`config.mk`:
```
export PLATFORM = sky130hd
export DESIGN_NAME = ovl_pwm_gen
export DESIGN_NICKNAME = d
export VERILOG_FILES = /design/src/rtl/ovl_pwm_pkg.sv /design/src/rtl/ovl_cfg.sv /design/src/rtl/ovl_nco_pair.sv /design/src/rtl/ovl_combine.sv /design/src/rtl/ovl_pwm_gen.sv
export SDC_FILE = /design/constraint.sdc
export NUM_CORES = 1
export LEC_CHECK = 0
export ABC_AREA = 1
export BUFFER_PORTS_ARGS = -buffer_cell sky130_fd_sc_hd__buf_2
export CORE_UTILIZATION = 65
export DETAILED_ROUTE_END_ITERATION = 10
export PLACE_DENSITY = 0.84
export SLEW_MARGIN = 20
export SYNTH_ARGS = -nofsm -noshare
export SYNTH_HDL_FRONTEND = slang
export SYNTH_SLANG_ARGS = --single-unit
```
`constraint.sdc`:
```
create_clock -name clk -period 8.1 [get_ports clk]
set_input_delay 0.405 -clock clk [delete_from_list [all_inputs] [get_ports clk]]
set_output_delay 0.405 -clock clk [all_outputs]
set_load 0.02 [all_outputs]
```
`src/rtl/ovl_pwm_pkg.sv`:
```
// Shared types for the phase-overlap PWM generator.
// Assumes: nothing beyond IEEE 1800-2017 packages.
package ovl_pwm_pkg;

    // Output routing chosen from the duty command
    typedef enum logic [1:0] {
        MODE_LOW    = 2'd0,   // steady low (0% duty)
        MODE_HIGH   = 2'd1,   // steady high (100% duty)
        MODE_DIRECT = 2'd2,   // OR wave on main pin, delayed inverse on complement
        MODE_INVERT = 2'd3    // delayed inverse on main pin, OR wave on complement
    } ovl_mode_e;

endpackage

```
`src/rtl/ovl_cfg.sv`:
```
// Duty/frequency decoder for the phase-overlap PWM generator.
// Spots a change on either command input and turns the duty command into a
// routing mode and a phase offset in accumulator units.
// Assumes: ACC_W >= DUTY_W and DUTY_W >= 3; full scale is 2^(DUTY_W-1).
module ovl_cfg
    import ovl_pwm_pkg::*;
#(
    parameter int ACC_W  = 24,
    parameter int DUTY_W = 10
) (
    input  logic              clk,
    input  logic              rst_n,
    input  logic [ACC_W-1:0]  freq_i,
    input  logic [DUTY_W-1:0] duty_i,
    output logic              reload_o,
    output logic [ACC_W-1:0]  inc_o,
    output logic [ACC_W-1:0]  off_o,
    output ovl_mode_e         mode_o
);

    localparam int FULL  = 1 << (DUTY_W - 1);
    localparam int HALF  = FULL >> 1;
    localparam int SHIFT = ACC_W - DUTY_W + 1;

    logic [ACC_W-1:0]  freq_q;
    logic [DUTY_W-1:0] duty_q;
    ovl_mode_e         mode_q;
    ovl_mode_e         mode_nxt;
    logic [DUTY_W-1:0] frac;

    // Detect a reprogramming event and select the increment in force this cycle
    always_comb begin
        reload_o = (freq_i != freq_q) || (duty_i != duty_q);
        inc_o    = reload_o ? freq_i : freq_q;
    end

    // Map the duty command onto a mode and an overlap fraction
    always_comb begin
        frac = '0;
        if (duty_i >= DUTY_W'(FULL)) begin
            mode_nxt = MODE_HIGH;
        end else if (duty_i == '0) begin
            mode_nxt = MODE_LOW;
        end else if (duty_i >= DUTY_W'(HALF)) begin
            mode_nxt = MODE_DIRECT;
            frac     = duty_i - DUTY_W'(HALF);
        end else begin
            mode_nxt = MODE_INVERT;
            frac     = DUTY_W'(HALF) - duty_i;
        end
        off_o = ACC_W'(frac) << SHIFT;
    end

    // Hold the programmed commands and the mode until the next change
    always_ff @(posedge clk) begin
        if (!rst_n) begin
            freq_q <= '0;
            duty_q <= '0;
            mode_q <= MODE_LOW;
        end else if (reload_o) begin
            freq_q <= freq_i;
            duty_q <= duty_i;
            mode_q <= mode_nxt;
        end
    end

    assign mode_o = mode_q;

endmodule

```
`src/rtl/ovl_nco_pair.sv`:
```
// Two phase accumulators that share one increment. Accumulator 0 runs free.
// Accumulator 1 is reloaded to accumulator 0's next phase plus an offset
// whenever the configuration changes, then runs free.
// Assumes: load_i is a single-cycle strobe from the decoder.
module ovl_nco_pair #(
    parameter int ACC_W = 24,
    parameter int NCO_N = 2
) (
    input  logic             clk,
    input  logic             rst_n,
    input  logic [ACC_W-1:0] inc_i,
    input  logic             load_i,
    input  logic [ACC_W-1:0] off_i,
    output logic [NCO_N-1:0] msb_o
);

    logic [ACC_W-1:0] acc [NCO_N];

    for (genvar g = 0; g < NCO_N; g++) begin : g_nco
        if (g == 0) begin : g_ref
            // Reference oscillator: plain phase accumulation
            always_ff @(posedge clk) begin
                if (!rst_n) acc[g] <= '0;
                else        acc[g] <= acc[g] + inc_i;
            end
        end else begin : g_lead
            // Leading oscillator: realign to the reference plus offset on reload
            always_ff @(posedge clk) begin
                if (!rst_n)      acc[g] <= '0;
                else if (load_i) acc[g] <= acc[0] + inc_i + off_i;
                else             acc[g] <= acc[g] + inc_i;
            end
        end
        assign msb_o[g] = acc[g][ACC_W-1];
    end

endmodule

```
`src/rtl/ovl_combine.sv`:
```
// Output stage: ORs the oscillator square waves, keeps a registered inverse,
// and routes the OR wave, its inverse or a steady level to the two pins.
// Assumes: mode_i is registered, so the outputs are free of decode glitches.
module ovl_combine
    import ovl_pwm_pkg::*;
#(
    parameter int NCO_N = 2
) (
    input  logic             clk,
    input  logic             rst_n,
    input  logic [NCO_N-1:0] msb_i,
    input  ovl_mode_e        mode_i,
    output logic             pwm_o,
    output logic             pwm_n_o
);

    logic wired_or;
    logic inv_q;

    assign wired_or = |msb_i;

    // Registered inverter: the inverse of the OR node, one cycle late
    always_ff @(posedge clk) begin
        if (!rst_n) inv_q <= 1'b1;
        else        inv_q <= ~wired_or;
    end

    // Pin routing; below 50% the true and complement roles trade places
    always_comb begin
        unique case (mode_i)
            MODE_HIGH:   begin pwm_o = 1'b1;     pwm_n_o = 1'b0;     end
            MODE_DIRECT: begin pwm_o = wired_or; pwm_n_o = inv_q;    end
            MODE_INVERT: begin pwm_o = inv_q;    pwm_n_o = wired_or; end
            default:     begin pwm_o = 1'b0;     pwm_n_o = 1'b1;     end
        endcase
    end

endmodule

```
`src/rtl/ovl_pwm_gen.sv`:
```
// Top level of the phase-overlap PWM generator: decoder, oscillator pair and
// output stage. Duty is set by the phase lead of one oscillator over the other.
// Assumes: ACC_W >= DUTY_W, DUTY_W >= 3.
module ovl_pwm_gen
    import ovl_pwm_pkg::*;
#(
    parameter int ACC_W  = 24,
    parameter int DUTY_W = 10
) (
    input  logic              clk,
    input  logic              rst_n,
    input  logic [ACC_W-1:0]  freq_i,
    input  logic [DUTY_W-1:0] duty_i,
    output logic              pwm_o,
    output logic              pwm_n_o
);

    localparam int NCO_N = 2;

    logic             reload;
    logic [ACC_W-1:0] inc;
    logic [ACC_W-1:0] off;
    ovl_mode_e        mode;
    logic [NCO_N-1:0] msb;

    ovl_cfg #(.ACC_W(ACC_W), .DUTY_W(DUTY_W)) u_cfg (
        .clk      (clk),
        .rst_n    (rst_n),
        .freq_i   (freq_i),
        .duty_i   (duty_i),
        .reload_o (reload),
        .inc_o    (inc),
        .off_o    (off),
        .mode_o   (mode)
    );

    ovl_nco_pair #(.ACC_W(ACC_W), .NCO_N(NCO_N)) u_nco (
        .clk    (clk),
        .rst_n  (rst_n),
        .inc_i  (inc),
        .load_i (reload),
        .off_i  (off),
        .msb_o  (msb)
    );

    ovl_combine #(.NCO_N(NCO_N)) u_out (
        .clk     (clk),
        .rst_n   (rst_n),
        .msb_i   (msb),
        .mode_i  (mode),
        .pwm_o   (pwm_o),
        .pwm_n_o (pwm_n_o)
    );

endmodule

```
==> impl_metrics.yaml <==
clock_network:
  clockRootBuffer: "clkbuf_8"
  htree_levels: 3
  clk_pin_slew_ps: 90
  cts_tree: "built"
  postCtsHoldBufs: 0
  cts_buffers: 9
  insertion_delay_ps: 380
  clock_path_buffers: 2
  cts_sinks: 85
  postCtsSetupBuffers: 0
  post_cts_resized: 0
yosys:
  synth_cell_types: 35
  synth_fa_ha_area_share_pct: 11.0
  synth_seq_cells: 85
  syn_area_um2: 6790
  synth_compound_area_share_pct: 9.71
  synthSimpleGateAreaFrac_pct: 34.3
  yosys.cell_count.top_type: "nand2_1"
  yosys.area.top_type: "dfxtp_1"
  ys_warn_count: 0
  yosysTopAreaCellShare_pct: 18.0
  synthTopCellsByCount: "320 x nand2_1, 167 x inv_1, 110 x nor2_1, 65 x nand3_1, 63 x a21oi_1"
  synthCells: 1069
  synth_top_family_by_area: "simple AND/OR/NAND/NOR gates"
  synth_edf_count: 24
  synth-xor-area-share_pct: 4.64
  synthMuxAreaShare_pct: 0
  synth_area_leaders: "dfxtp_1 18%, nand2_1 18%, edfxtp_1 11%"
  yosysSeqAreaShare_pct: 28.6
  avgSynthCellArea_um2: 6.36
  synthArstFlopShare_pct: 0
  ys.flop_type: "dfxtp_1"
finish:
  final_util_pct: 73.6
  nFillCells: 901
  n_antenna_cell: 0
  area_growth_pct: 7.77
  final_cells: 1247
  layout-drive-gt1-share_pct: 7.09
  nets: 1203
die:
  initial_core_util_pct: 68.3
  die_area_um2: 10900
  fp.coreArea_um2: 9950
  rows: 36
  dieWidth_um: 104
  ios: 38
  die_h_um: 104
global_routing:
  grt_pass1_vias: 6464
  grtUsageTotal_pct: 35.4
  overflow: 0
  grt_start_max_net_pins: 57
  antenna_found_initial: 0
  grt_first_pass_wirelength_um: 30100
timing:
  hold_violations: 0
  min_period_ps: 3430
  min_period_over_period_pct: 42.3
  maxSlewViolCount: 0
  fin_setup_tns_ps: 0
  slew_headroom_pct: 39.4
  max_freq_mhz: 292
  clock_skew_ps: 13.8
  finalSetupViolCount: 0
  worst_pin_slew_ps: 905
  rsz0062_at_grt: "false"
worst_setup_path:
  timing.rr.end: "u_nco.acc[1][21]$_SDFFCE_PN0P_"
  path_class: "flip-flop to flip-flop"
  cp_common_cell: "nand2_1"
  path_max_fanout: 5
  r2r_setup_slack_ps: 4670
  path_cells: "ha_1 > fa_1 > nand2_1 > nand2_1 > o21ai_0 > o21ai_1 > nand2_1 > nand2_1 > nand2_1 > nand3b_1 > nand2_1 > inv_1 > ha_1 > nand3_1 > nand3_1 > nand2_1 > nand2_1 > a21oi_1 > or2_2 > nand3_1 > nand2_1"
  worstPathBufferInverterCount: 1
  cpLargestDelayFamily: "simple AND/OR/NAND/NOR gates"
  end_kind: "flip-flop"
  setup.worst_path.start: "u_nco.acc[0][0]$_SDFF_PN0_"
  r2r-start: "u_nco.acc[0][0]$_SDFF_PN0_"
  r2r_cells: 21
  start_kind: "flip-flop"
  cpMaxStageDelayCell: "fa_1"
  cp_data_required_time_ps: 8240
  arrival_ps: 3560
  slowest_delay_ps: 400
routing:
  firstDrtPassIters: 5
  routedWlPerCell_um: 14.7
  routed_wl_um: 18400
  drc: 0
  num_vias: 6716
  drt.antenna.violating_nets: 0
  viasPerCell: 5.39
  drt_iter0_markers: 582
flow_run:
  timing.max_cap.violations: 0
placed_design:
  place_congestion: 1.04
  dp_cells: 1231
  port_buffers: 37
  hpwl_um: 14800
power_and_ir_drop:
  p_leak_nw: 4.07
  irDropWorstVdd_mv: 0.175
  powerDensity_nw_per_um2: 284
hold_path:
  holdCritPathClass: "primary input to flip-flop"
  whs_endpoint: "u_cfg.duty_q[3]$_SDFFE_PN0P_"
  hold_path_depth: 3
  hp-start: "duty_i[3]"
run_status:
  outcome: "finished clean"
-- power by group --
group / switching (mW) / total, mW / internal [mW]
combinational: 0.742 / 1.16 / 0.421
sequential: 0.0339 / 0.583 / 0.549
clock: 0.168 / 0.331 / 0.163
total: 0.944 / 2.08 / 1.13
-- routing by layer --
| layer | track usage [%] | share of wire [%] | vias to the layer above | wire length, µm |
|---|---|---|---|---|
| met5 | 0 | 0 | - | 0 |
| met4 | 13.8 | 2.8 | 0 | 523 |
| met3 | 6.27 | 8.4 | 46 | 1530 |
| met2 | 58.7 | 46 | 250 | 8380 |
| met1 | 45.8 | 43 | 2997 | 7910 |
| li1 | - | - | 3423 | - |
-- worst max path at each step --
| stage | end | cells past startpoint |
|---|---|---|
| floorplan | u_nco.acc[1][21]$_SDFFCE_PN0P_ | 22 |
| global placement | u_nco.acc[1][21]$_SDFFCE_PN0P_ | 22 |
| finish | u_nco.acc[1][21]$_SDFFCE_PN0P_ | 21 |
| detailed placement | u_nco.acc[1][21]$_SDFFCE_PN0P_ | 22 |
| CTS | u_nco.acc[1][21]$_SDFFCE_PN0P_ | 21 |
| global route | u_nco.acc[1][21]$_SDFFCE_PN0P_ | 21 |
-- worst reg2reg max path, stage by stage (launching register included) --
cell      delay [ps]
dfxtp_1          320
ha_1             220
fa_1             400
nand2_1          100
nand2_1           50
o21ai_0          160
o21ai_1          240
nand2_1          130
nand2_1          100
nand2_1           90
nand3b_1          80
nand2_1           90
inv_1             50
ha_1             340
nand3_1          100
nand3_1          110
nand2_1           80
nand2_1           60
a21oi_1           60
or2_2            270
nand3_1           80
nand2_1           60
-- cells by family (layout without fill, tap and decap cells) --
kind of cell	after synthesis	in the layout
other	1	24
xor gates and xnor gates	36	36
DFF	85	85
AOI/OAI and AO/OA	126	126
buffers and inverters	208	230
adders and majority gates	58	58
and+or+nand+nor	555	555
-- registers in the layout, indices dropped and copies added (netlist names) --
name,flops
u_nco.acc,48
u_cfg.freq_q,24
u_cfg.duty_q,10
u_cfg.mode_o,2
u_out.inv_q,1
-- per-stage QoR --
stage                     worst slack (ps)  total power [mW]  hold WS, ps  instance area, µm²
after floorplan                       4960              1.48          469                6880
after global placement                4590              1.70          490                7110
after detailed placement              4520              1.73          499                7110
after CTS                             4730              2.06          235                7320
after global routing                  4300              2.27          247                7320
final                                 4670              2.08          237                7320
-- layout make-up --
type / instances / area [µm²] / share of cell area [%]
clock inverter: 6 / 67.6 / 0.923
multi-input combinational: 799 / 4140 / 56.5
tap: 133 / 166 / 2.27
inverter: 175 / 657 / 8.97
clock buffer: 10 / 149 / 2.03
sequential: 85 / 1940 / 26.5
timing repair buffer: 39 / 200 / 2.73
-- placed cells by master, fill, tap and decap left out, types with 10 or more instances in the layout --
cell type / n
a21oi_1: 63
conb_1: 24
nand2_1: 320
o21ai_0: 41
nand3_1: 65
ha_1: 55
or2_2: 10
nor2_1: 110
xor2_1: 22
nand4_1: 22
buf_2: 37
xnor2_1: 14
edfxtp_1: 24
dfxtp_1: 61
inv_1: 167
o21ai_1: 11
No activity file was read; power rests on OpenSTA's default activity.
